$ cat config.mk
export PLATFORM = sky130hd
export DESIGN_NAME = sm_unit
export DESIGN_NICKNAME = d
export VERILOG_FILES = /design/src/rtl/sm_pkg.sv /design/src/rtl/sm_decode.sv /design/src/rtl/sm_core.sv /design/src/rtl/sm_flags.sv /design/src/rtl/sm_unit.sv
export SDC_FILE = /design/constraint.sdc
export NUM_CORES = 1
export LEC_CHECK = 0
export ABC_AREA = 1
export BUFFER_PORTS_ARGS = -buffer_cell sky130_fd_sc_hd__buf_4
export CORE_ASPECT_RATIO = 2
export CORE_MARGIN = 2
export CORE_UTILIZATION = 31
export DETAILED_ROUTE_END_ITERATION = 7
export PLACE_DENSITY = 0.56
export SYNTH_ARGS = -nofsm -noshare
export SYNTH_HDL_FRONTEND = slang
export SYNTH_SLANG_ARGS = --single-unit
$ cat constraint.sdc
create_clock -name vclk -period 3.3
set_input_delay 0.495 -clock vclk [all_inputs]
set_output_delay 0.495 -clock vclk [all_outputs]
set_load 0.02 [all_outputs]
$ cat src/rtl/sm_pkg.sv
package sm_pkg;

    localparam int unsigned BYTE_W = 8;
    localparam int unsigned WORD_W = 16;
    localparam int unsigned CODE_W = 4;

    typedef enum logic [CODE_W-1:0] {
        OP_NEG = 4'h0,
        OP_CPL = 4'h3,
        OP_SRL = 4'h4,
        OP_RRC = 4'h6,
        OP_SRA = 4'h7,
        OP_SLL = 4'h8,
        OP_RLC = 4'h9,
        OP_DEC = 4'hA,
        OP_INC = 4'hC,
        OP_TNZ = 4'hD,
        OP_SWP = 4'hE,
        OP_CLR = 4'hF
    } op_e;

    typedef struct packed {
        logic n;
        logic z;
        logic c;
        logic v;
    } flag_t;

    function automatic logic code_is_legal(input logic [CODE_W-1:0] code);
        case (code)
            4'h1, 4'h2, 4'h5, 4'hB: code_is_legal = 1'b0;
            default:                code_is_legal = 1'b1;
        endcase
    endfunction

endpackage

$ cat src/rtl/sm_decode.sv
module sm_decode
    import sm_pkg::*;
(
    input  logic [CODE_W-1:0] code_i,
    output logic              legal_o,
    output logic              wr_o
);
    always_comb begin
        legal_o = code_is_legal(code_i);
        wr_o    = legal_o && (code_i != OP_TNZ);
    end
endmodule

$ cat src/rtl/sm_core.sv
module sm_core
    import sm_pkg::*;
#(
    parameter int unsigned W = 8
) (
    input  logic [W-1:0]      a_i,
    input  logic [CODE_W-1:0] code_i,
    input  logic              cin_i,
    output logic [W-1:0]      r_o,
    output logic              c_new_o,
    output logic              c_upd_o,
    output logic              v_new_o,
    output logic              v_upd_o
);
    localparam int unsigned HALF = W / 2;
    localparam logic [W-1:0] MIN_NEG = {1'b1, {(W-1){1'b0}}};
    localparam logic [W-1:0] MAX_POS = {1'b0, {(W-1){1'b1}}};
    localparam logic [W-1:0] ONE     = {{(W-1){1'b0}}, 1'b1};

    always_comb begin
        r_o     = '0;
        c_new_o = 1'b0;
        c_upd_o = 1'b0;
        v_new_o = 1'b0;
        v_upd_o = 1'b0;
        case (op_e'(code_i))
            OP_NEG: begin
                r_o     = '0 - a_i;
                c_new_o = (a_i != '0);
                c_upd_o = 1'b1;
                v_new_o = (a_i == MIN_NEG);
                v_upd_o = 1'b1;
            end
            OP_CPL: begin
                r_o     = ~a_i;
                c_new_o = 1'b1;
                c_upd_o = 1'b1;
            end
            OP_SRL: begin
                r_o     = {1'b0, a_i[W-1:1]};
                c_new_o = a_i[0];
                c_upd_o = 1'b1;
            end
            OP_RRC: begin
                r_o     = {cin_i, a_i[W-1:1]};
                c_new_o = a_i[0];
                c_upd_o = 1'b1;
            end
            OP_SRA: begin
                r_o     = {a_i[W-1], a_i[W-1:1]};
                c_new_o = a_i[0];
                c_upd_o = 1'b1;
            end
            OP_SLL: begin
                r_o     = {a_i[W-2:0], 1'b0};
                c_new_o = a_i[W-1];
                c_upd_o = 1'b1;
            end
            OP_RLC: begin
                r_o     = {a_i[W-2:0], cin_i};
                c_new_o = a_i[W-1];
                c_upd_o = 1'b1;
            end
            OP_DEC: begin
                r_o     = a_i - ONE;
                v_new_o = (a_i == MIN_NEG);
                v_upd_o = 1'b1;
            end
            OP_INC: begin
                r_o     = a_i + ONE;
                v_new_o = (a_i == MAX_POS);
                v_upd_o = 1'b1;
            end
            OP_TNZ: r_o = a_i;
            OP_SWP: r_o = {a_i[HALF-1:0], a_i[W-1:HALF]};
            OP_CLR: r_o = '0;
            default: r_o = '0;
        endcase
    end
endmodule

$ cat src/rtl/sm_flags.sv
module sm_flags
    import sm_pkg::*;
(
    input  logic              legal_i,
    input  logic              word_i,
    input  logic [WORD_W-1:0] res_i,
    input  logic              c_new_i,
    input  logic              c_upd_i,
    input  logic              v_new_i,
    input  logic              v_upd_i,
    input  flag_t             flags_i,
    output flag_t             flags_o
);
    always_comb begin
        flags_o = flags_i;
        if (legal_i) begin
            flags_o.n = word_i ? res_i[WORD_W-1] : res_i[BYTE_W-1];
            flags_o.z = (res_i == '0);
            if (c_upd_i) flags_o.c = c_new_i;
            if (v_upd_i) flags_o.v = v_new_i;
        end
    end
endmodule

$ cat src/rtl/sm_unit.sv
module sm_unit
    import sm_pkg::*;
(
    input  logic [WORD_W-1:0] opnd_i,
    input  logic [CODE_W-1:0] code_i,
    input  logic              word_i,
    input  logic [3:0]        flags_i,
    output logic [WORD_W-1:0] res_o,
    output logic              wr_o,
    output logic [3:0]        flags_o
);
    localparam int unsigned NWIDTH = 2;
    localparam int unsigned PAD_W  = WORD_W - BYTE_W;

    flag_t fin;
    flag_t fout;
    logic  legal;

    logic [WORD_W-1:0] r_w   [NWIDTH];
    logic              c_new [NWIDTH];
    logic              c_upd [NWIDTH];
    logic              v_new [NWIDTH];
    logic              v_upd [NWIDTH];

    assign fin = flag_t'(flags_i);

    sm_decode u_dec (
        .code_i  (code_i),
        .legal_o (legal),
        .wr_o    (wr_o)
    );

    // Lane 0 is the byte datapath, lane 1 the word datapath.
    for (genvar g = 0; g < NWIDTH; g++) begin : g_lane
        localparam int unsigned LW = (g == 0) ? BYTE_W : WORD_W;
        logic [LW-1:0] r_l;
        sm_core #(.W(LW)) u_core (
            .a_i     (opnd_i[LW-1:0]),
            .code_i  (code_i),
            .cin_i   (fin.c),
            .r_o     (r_l),
            .c_new_o (c_new[g]),
            .c_upd_o (c_upd[g]),
            .v_new_o (v_new[g]),
            .v_upd_o (v_upd[g])
        );
        if (g == 0) begin : g_pad
            assign r_w[g] = {{PAD_W{1'b0}}, r_l};
        end else begin : g_full
            assign r_w[g] = r_l;
        end
    end

    logic sel;
    assign sel   = word_i;
    assign res_o = legal ? r_w[sel] : '0;

    sm_flags u_flg (
        .legal_i (legal),
        .word_i  (word_i),
        .res_i   (res_o),
        .c_new_i (c_new[sel]),
        .c_upd_i (c_upd[sel]),
        .v_new_i (v_new[sel]),
        .v_upd_i (v_upd[sel]),
        .flags_i (fin),
        .flags_o (fout)
    );

    assign flags_o = fout;

    always_comb begin
        assert_no_store_illegal_R11: assert (legal || (!wr_o && flags_o == flags_i));
        assert_z_tracks_result_R1: assert (!legal || (flags_o[2] == (res_o == '0)));
        assert_byte_high_clear_R1: assert (word_i || (res_o[WORD_W-1:BYTE_W] == '0));
        assert_incdec_keep_c_R7: assert (!((code_i == OP_INC) || (code_i == OP_DEC))
                                         || (flags_o[1] == flags_i[1]));
        assert_clear_zero_R10: assert (code_i != OP_CLR
                                       || (res_o == '0 && flags_o[3:2] == 2'b01));
        assert_test_no_store_R8: assert (code_i != OP_TNZ || !wr_o);
    end
endmodule

Yosys cells after proc, flatten, opt, wreduce, memory -nomap -nowiden
Cells that the tools add are included.

word-level totals
  output and inout port bits = 21
  bits of input ports = 25
  bits in registers = 0
  logic and storage cells = 67

cells by class
  add/subtract/negate cells = 6
  $lt $le $gt $ge = 1
  eq/ne operators = 19
  reduce and logical (&&, ||, !) cells = 11
  bitwise gates (word level) = 3
  mux-type cells = 27

operators with widths
  operator                                                                  number
  16-bit one-hot mux with 11 select lines                                   1
  8-bit one-hot mux with 11 select lines                                    1
  16-bit 2-to-1 mux                                                         4
  4-bit equality test (second input constant)                               7
  16-bit by 1-bit adder with 16-bit output (second input constant)          1
  16-bit by 15-bit equality test with 1-bit output (second input constant)  1
  16-bit equality test (second input constant)                              1
  4-bit by 3-bit equality test with 1-bit output (second input constant)    4
  16-bit zero test                                                          1
  1-bit 2-to-1 mux                                                          16
  16-bit NOT                                                                1
  16-bit nonzero test                                                       1
  1-bit by 16-bit subtractor with 16-bit output (first input constant)      1
  16-bit by 1-bit subtractor with 16-bit output (second input constant)     1
  8-bit by 1-bit adder with 8-bit output (second input constant)            1
  4-bit by 2-bit equality test with 1-bit output (second input constant)    2
  8-bit by 7-bit equality test with 1-bit output (second input constant)    1
  8-bit equality test (second input constant)                               1
  8-bit NOT                                                                 1
  1-bit one-hot mux with 4 select lines                                     2
  8-bit nonzero test                                                        1
  1-bit by 8-bit subtractor with 8-bit output (first input constant)        1
  8-bit by 1-bit subtractor with 8-bit output (second input constant)       1
  7-bit OR reduction                                                        1
  other kinds (11)                                                          14

Logic depth before layout (Yosys ltp)
Gate-level depths: netlist of the first run.

  depth after elaboration = 8
  gate-level depth with buffers = 19
  mapped depth without buffers = 19

Hierarchy
A second synthesis of the first run with hierarchy kept.

unflattened totals
  cells, all modules = 799
  area, all modules = 3860.0 um2

modules (own cells, without submodules)
  module                       sequential area each (um2)  instances  cells each  area an instance (um2)
  sm_core at g_lane[1].u_core  0.0                         1          471         2268.4
  sm_core at g_lane[0].u_core  0.0                         1          212         1067.3
  sm_unit                      0.0                         1          73          315.3
  sm_flags                     0.0                         1          30          138.9
  sm_decode                    0.0                         1          13          70.1

Least setup slack after synthesis of the first run
OpenSTA, ideal clock, no wires.

  kind = input -> output
  from = in code_i[3]
  to = out flags_o[2]
  arrival = 2891 ps
  path buffers = 0
  slack = -86 ps
  data required time = 2805 ps
  cell stages on the path = 15
  cell sequence = nand2_1 inv_1 nand2_2 ha_1 or2_2 nand3b_1 nand2_1 nand2_1 nand3_1 nand2_1 nand3_1 a21oi_1 nor2_1 nand3_1 nand2_1

on the way
  longest elaborated chain between the ends = 8
  elaborated cells on any way between the ends = 24
  classes of those cells = 14 x eq/ne; 7 x mux; 3 x reduce/logical

RTL lines
  item                                                  RTL line        RTL
  from (decl)                                           sm_unit.sv:5    input logic [CODE_W-1:0] code_i,
  4-bit equality test (tied with other cells)           sm_core.sv:26   case (op_e'(code_i))
  16-bit one-hot mux with 11 select lines               sm_core.sv:26
  16-bit 2-to-1 mux (implied by the code) (3 in a row)  sm_unit.sv:56   assign res_o = legal ? r_w[sel] : '0;
  16-bit 2-to-1 mux *                                   sm_unit.sv:56
  named net res_o[9]                                    sm_unit.sv:8    output logic [WORD_W-1:0] res_o,
  16-bit zero test *                                    sm_flags.sv:18  flags_o.z = (res_i == '0);
  4-bit 2-to-1 mux *                                    sm_flags.sv:16  if (legal_i) begin
  to (decl)                                             sm_unit.sv:10   output logic [3:0] flags_o

Mark *: on every way through the listed nets, which the timed path passes. The rest lies on a longest branch. The select of a mux whose other input is x is not followed.

Final worst setup path of the first run
  from = in code_i[0]
  to = out flags_o[2]

on the way
  longest elaborated chain between the ends = 8
  elaborated cells on any way between the ends = 24
  classes of those cells = 14 x eq/ne; 7 x mux; 3 x reduce/logical

RTL lines
  item                                                                                                      RTL line
  4-bit equality test (tied with other cells)                                                               sm_core.sv:26
  16-bit one-hot mux with 11 select lines / 8-bit one-hot mux with 11 select lines (equally long branches)  sm_core.sv:26
  16-bit 2-to-1 mux (implied by the code) (3 in a row)                                                      sm_unit.sv:56
  16-bit 2-to-1 mux                                                                                         sm_unit.sv:56
  16-bit zero test                                                                                          sm_flags.sv:18
  4-bit 2-to-1 mux *                                                                                        sm_flags.sv:16

Every way passes the cells marked *; elsewhere a longest branch is shown, timed or not. The select of a mux whose other input is x is not followed.

==> results.ini, run 1 <==
[timing]
period_minus_slack_ns=3.188
setup_ws_ns=0.1118
relSlewSlack_pct=58.65
finalHoldViolCount=0
worst_pin_slew_ns=0.6195
setup_tns_ns=0
fmax_mhz=313.7
fin_crit_sh_pct=96.61
finalSetupViolCount=0
whs_ns=1.293
slew_violations=0

[final_layout]
nClkBuffers=0
nets=673
area_delta_synth_final_pct=41.35
diodes=0
fin_area_sq_um=3627
num-fill-cells=928
n_sequential_cell=0
drive_gt1_share_pct=25.36
fin_util_pct=44.37
finalNonFillerCells=721
seqCellArea_sq_um=0

[worst_hold_path]
hold_class=primary input to output port
holdPathStages=4
holdCritStartpoint=flags_i[2]
whs_endpoint=flags_o[2]

[floorplanning]
fp.dieArea_sq_um=9066
rows=47
design.core.area_sq_um=8174
start_util_pct=31.39
die_h_um=132.7
die_x_um=68.34
io_pins=46

[routing]
drc=0
via_count=4014
first_pass_iters=5
wire_per_inst_um=17.46
drt-initial-drc-count=257
viasPerCell=5.567
wirelength_mm=12.59
antenna_left=0

[setup_path]
crit_path_end_kind=output port
crit_type=primary input to output port
path_max_fanout=5
arrival_ns=2.69
cp-start-kind=primary input
cp.required_ns=2.80

[global_route]
overflow=0
global_route.usage.total_pct=27.12
grt_max_degree=24
grt_pass1_vias=3885
antenna_found_initial=0
grt_pass1_wl_mm=18.70

[synth]
syn_nets=588
synth_area_sq_um=2566
syn_area_per_cell_sq_um=4.752
yosysSeqAreaShare_pct=0
netlist_instances=540
yosysTopAreaCellShare_pct=27.21
synthTopCellsByArea=nand2_1, nand3_1, nor2_1, ha_1, inv_1
yosysMostFrequentCell=nand2_1
synth_top_cells_by_count=nand2_1, nor2_1, nand3_1
synth.distinct_cells=31
synth_area_leader_cell=nand2_1
yosysWarnings=0

[place]
dp_cells=719
placed_area_sq_um=3317
routabilityCongestion=0.9988
dpl_worst_slack_ns=-0.07434
dp_hpwl_mm=10.13
io_buffers=46

[flow_run]
max-cap-violations=0

[clocking]
ctsHoldBuffers=0

[run_status]
status=completed

[pwr]
p_leak_nw=1.885
power.density_nw_per_um2=153.9
finalPower_mw=0.5583
peakVddDrop_mv=0.08932

==> power by group <==
group	internal, mW	switching [mW]
clock	0	0
combinational	0.221	0.338
sequential	0	0
==> how the worst max path moves through the flow <==
| stage | start | end | slack (ns) | cells past startpoint |
|---|---|---|---|---|
| 4_1_cts | code_i[1] | flags_o[2] | 0.03 | 19 |
| 3_3_place_gp | code_i[1] | flags_o[2] | -0.06 | 15 |
| 5_1_grt | code_i[0] | flags_o[2] | -0.03 | 15 |
| 6_report | code_i[0] | flags_o[2] | 0.11 | 18 |
| 2_1_floorplan | code_i[3] | flags_o[2] | 0.03 | 15 |
| 3_5_place_dp | code_i[1] | flags_o[2] | -0.07 | 15 |
==> cell usage in the layout, fill, tap and decap left out, drive strengths merged <==
cell type	netlist	layout
nand2	190	191
buf	7	92
nor2	90	90
inv	66	66
nand3	65	65
a21oi	26	26
o21ai	24	24
ha	22	22
nand3b	11	11
nand4	7	7
nor3	6	6
o22ai	4	4
o211ai	4	4
o21bai	2	2
or2	2	2
xor2	2	2
o221ai	2	2
and2	2	2
clkinv	1	1
a22oi	1	1
o32ai	1	1
a22o	1	1
fa	1	1
==> area by class of cell <==
class | instances | area [sq um] | share of cell area, %
multi-input cells | 464 | 2540 | 70.02
repair buffers | 92 | 713.2 | 19.66
inverters | 67 | 251.5 | 6.933
well taps | 98 | 122.6 | 3.380
==> worst max-delay path, stage by stage <==
cell and delay [ns]:
buf_4 0.12, nor2_4 0.20, nand2_4 0.17, ha_4 0.30, buf_4 0.12, nand2_2 0.06, nand2_2 0.09, nand3b_1 0.12
nand2_2 0.14, nand2_1 0.07, nand3_1 0.08, nand2_1 0.09, a21oi_2 0.14, nand3_2 0.12, nor2_1 0.11, nand3_1 0.07
nand2_1 0.08, buf_6 0.11
==> per-layer routing <==
metal | GRT usage (%) | part of all wire, % | vias up
met5 | 0 | 0 | -
met4 | 18.33 | 7.9 | 0
met3 | 1.956 | 4.6 | 69
met2 | 50.97 | 54 | 192
met1 | 25.90 | 33 | 1832
li1 | - | - | 1921
==> cell families (layout without fill, tap and decap cells) <==
family	after synthesis	count (layout)	synth area share, %
AOI/OAI and AO/OA	65	65	14.14
xor gates and xnor gates	2	2	0.6827
adders and majority gates	23	23	11.51
buffers and inverters	77	159	12.09
and+or+nand+nor	373	374	61.58
==> repair_timing <==
action / CTS / global route
buffers inserted: 0 / 1
resized for setup: 2 / 64
setup endpoints to repair: 1 / 4
pin swaps: 0 / 24
gates cloned: 0 / 1
Power figures use the tool's default switching activity.
==> run 2, diff against run 1 <==
CORE_UTILIZATION = 60   (was 31)
GPL_ROUTABILITY_DRIVEN = 1   (was default)
PLACE_DENSITY = 0.92   (was 0.56)
==> results.ini, run 2 (same netlist as run 1, synthesis figures left out) <==
[final_layout]
n_sequential_cell=0
nClkBuffers=0
drive_gt1_share_pct=18.86
final_common_cell=nand2_1
nets=644
seqCellArea_sq_um=0
diodes=0
mostFrequentLayoutCells=nand2_1, nor2_1, buf_4
area_delta_synth_final_pct=26.67
finalNonFillerCells=646

[routing]
antenna_left=0
via_count=4315
wire_per_inst_um=18.70
viasPerCell=6.680
drt-initial-drc-count=439
wirelength_mm=12.08
drc=92
first_pass_iters=8

[timing]
fmax_mhz=297.9
fin_crit_sh_pct=101.7
slew_violations=0
whs_ns=1.316
worst_pin_slew_ns=0.6260
relSlewSlack_pct=58.22
setup_ws_ns=-0.05678
finalSetupViolCount=1
finalHoldViolCount=0
period_minus_slack_ns=3.357

[pwr]
power.density_nw_per_um2=160.2
switchingPower_mw=0.3350
peakVddDrop_mv=0.1254
netSwitchingFraction_pct=64.34
p_seq_share_pct=0
internal_power_mw=0.1856
finalPower_mw=0.5207
p_leak_nw=1.726
clkPwrFrac_pct=0
combPwrFrac_pct=100.0

[setup_path]
cp_slowest_cell=ha_1
arrival_ns=2.86
cp.required_ns=2.80
crit_type=primary input to output port
crit_cells=18
critPathMaxStageDelay_ns=0.29
path_max_fanout=8
critPathBufInv=3
cp-endpoint=flags_o[2]
cp-start-kind=primary input
path_cells=buf_4, nor2_4, nand2_4, buf_4, ha_1, nand2_1, nand2_1, nand3b_1, nand2_1, nand2_1, nand3_1, nand3_1, nor2_1, nand3_1, nor2_1, nand3_1, nand2_1, buf_4
startpoint=code_i[1]
crit_path_end_kind=output port
crit_family=simple AND/OR/NAND/NOR gates
path_common_cell=nand2_1

[global_route]
overflow=0
grt_max_degree=24
antenna_found_initial=0
grt_pass1_vias=4002
grt_pass1_wl_mm=17.48
global_route.usage.total_pct=45.90

[floorplanning]
rows=33
die_x_um=50.25
die_h_um=96.49
fp.dieArea_sq_um=4848
start_util_pct=62.78
design.core.area_sq_um=4088
io_pins=46

[place]
routabilityCongestion=1.168
dp_cells=644
dp_hpwl_mm=8.087
dpl_worst_slack_ns=-0.04495
io_buffers=46

[run_status]
violations=design-rule violations, negative setup slack
status=finished, violations left

[worst_hold_path]
hold_class=primary input to output port

[flow_run]
max-cap-violations=0

## run 2: changes by cell type in the layout (fill, tap and decap cells not counted), moves of 4 or more
cell,previous run,this run
ha_4,10,6
buf_4,88,63
nand2_2,14,9
nand2_1,174,180
nand3_1,58,62
nand3_2,7,3
## run 2: power by group through the flow
stage	sequential, mW	clock, mW	combinational, mW
finish	0	0	0.521
global route	0	0	0.556
CTS	0	0	0.447
detailed placement	0	0	0.444
global placement	0	0	0.435
floorplan	0	0	0.278
## run 2: layer usage
metal  up-vias  global-route usage [%]  routed length (um)
met5         -                       0                   0
met1      1789                   43.84                3577
met2       469                   76.43                5320
li1       1854                       -                   -
met3       203                   14.00                1550
met4         0                   43.52                1629
## run 2: cell type report
cell class	count	area (sq um)
fillers	295	837.1
repair buffers	64	493.0
inverters	67	251.5
multi-input cells	463	2441
well taps	52	65.06
## run 2: how the worst min path moves through the flow
stage                          start          to  cells past startpoint
after floorplan           flags_i[2]  flags_o[2]                      2
after global placement    flags_i[2]  flags_o[2]                      4
after detailed placement  flags_i[2]  flags_o[2]                      4
after CTS                 flags_i[2]  flags_o[2]                      4
after global routing      flags_i[2]  flags_o[2]                      4
final                     flags_i[0]  flags_o[0]                      3
## run 2: what timing repair did
action	CTS	global route
pin swaps	0	6
endpoints found under the setup margin	1	2
buffers inserted	0	2
hold buffers	0	0
resized for setup	2	37
## run 2: through the flow
| stage | area (sq um) | setup TNS [ns] | utilization, % |
|---|---|---|---|
| 2_1_floorplan | 2570 | 0 | - |
| 3_3_place_gp | 3054 | 0 | 74.72 |
| 4_1_cts | 3063 | 0 | 74.93 |
| 6_report | 3251 | -0.05678 | 79.52 |
| 5_1_grt | 3251 | -0.1050 | 79.52 |
| 3_5_place_dp | 3054 | -0.04495 | 74.72 |
==> run 3, diff against run 2 <==
PLACE_DENSITY = 0.83   (was 0.92)
==> results.ini, run 3 (same netlist as run 1, synthesis figures left out) <==
[timing]
setup_tns_ns=-0.04400
fmax_mhz=299.0
fin_crit_sh_pct=101.3
slew_violations=0
whs_ns=1.309
relSlewSlack_pct=58.85
setup_ws_ns=-0.04400
finalHoldViolCount=0
finalSetupViolCount=1
period_minus_slack_ns=3.344
worst_pin_slew_ns=0.6150

[floorplanning]
io_pins=46
fp.dieArea_sq_um=4848
design.core.area_sq_um=4088
start_util_pct=62.78
rows=33
die_x_um=50.25
die_h_um=96.49

[routing]
via_count=4139
drt-initial-drc-count=339
wirelength_mm=11.93
drc=0
first_pass_iters=7
viasPerCell=6.358
antenna_left=0
wire_per_inst_um=18.33

[run_status]
status=finished, violations left
violations=negative setup slack

[final_layout]
num-fill-cells=302
area_delta_synth_final_pct=32.91
mostFrequentLayoutCells=nand2_1, nor2_1, buf_4
nets=649
fin_area_sq_um=3411
n_sequential_cell=0
nClkBuffers=0
seqCellArea_sq_um=0
drive_gt1_share_pct=21.70
multi_input_area_sq_um=2539
final_common_cell=nand2_1
diodes=0

[flow_run]
max-cap-violations=0

[global_route]
grt_pass1_vias=3814
global_route.usage.total_pct=47.86
busiest_layer=met2
met3_usage_pct=9.846
antenna_found_initial=0
use_met2_pct=82.46
grtUsageMet1_pct=47.34
grt_max_degree=24
overflow=0
grt_pass1_wl_mm=17.95

[setup_path]
cp.required_ns=2.80
crit_path_end_kind=output port
cp-start-kind=primary input
cp_slowest_cell=or2_2
arrival_ns=2.85
crit_type=primary input to output port
path_cells=buf_4, nor2_4, nand2_8, ha_4, or2_2, a21oi_1, o21ai_0, nor2_1, nand2_1, nor2_2, nand3_1, nor2_1, nand3_1, nand2_1, buf_4
critPathMaxStageDelay_ns=0.34
path_max_fanout=7

[pwr]
peakVddDrop_mv=0.1287
p_leak_nw=1.768
power.density_nw_per_um2=157.8
finalPower_mw=0.5383

[place]
routabilityCongestion=1.102
io_buffers=46
placed_area_sq_um=3057
dp_hpwl_mm=8.629

[clocking]
ctsHoldBuffers=0

[worst_hold_path]
holdPathStages=3
hold_class=primary input to output port

run 3: changes by cell type in the layout (fill, tap and decap cells not counted), moves of 2 or more:
cell and delta:
ha_2 -2, a21oi_2 +2, ha_1 -4, buf_4 +3, ha_4 +6, nand2_1 -6
nand2_2 +5, nand3_1 -2, nand3_2 +2
run 3: routing by layer:
layer	part of all wire (%)	up-vias
li1	-	1880
met3	9.9	144
met1	31	1759
met2	46	356
met4	12	0
met5	0	-
run 3: worst max-delay path: cells and delay by family:
| kind | cells | cell delay, ns |
|---|---|---|
| AND/OR/NAND/NOR | 10 | 1.42 |
| adder cells (fa/ha/maj) | 1 | 0.25 |
| AO/OA/AOI/OAI | 2 | 0.43 |
| buffers and inverters | 2 | 0.25 |
run 3: area by class of cell:
| class | count | area share [%] |
|---|---|---|
| inverter | 67 | 7.373 |
| multi-input combinational | 463 | 74.43 |
| tap | 52 | 1.908 |
| timing repair buffer | 69 | 16.29 |
run 3: repair_timing:
item                                    in CTS  in global routing
hold endpoints to repair                     0                  0
pin swaps                                    0                 16
resized for setup                            4                 54
gates cloned                                 0                  1
endpoints found under the setup margin       1                  2
setup buffers                                0                  4
run 3: power by group:
group	internal [mW]	switching (mW)
registers	0	0
logic	0.199	0.339
clock network	0	0
total	0.199	0.339
run 3: worst paths after layout:
path	endpoint	slack (ns)	from
max	flags_o[2]	-0.04	code_i[0]
min	flags_o[0]	1.31	flags_i[0]
run 3: metrics by stage:
stage	worst slack, ns	cells	util, %
6_report	-0.04400	651	83.44
5_1_grt	-0.06806	651	83.44
4_1_cts	0.03081	646	75.11
3_5_place_dp	-0.07639	646	74.78
3_3_place_gp	0.005782	646	74.78
2_1_floorplan	0.03460	540	-
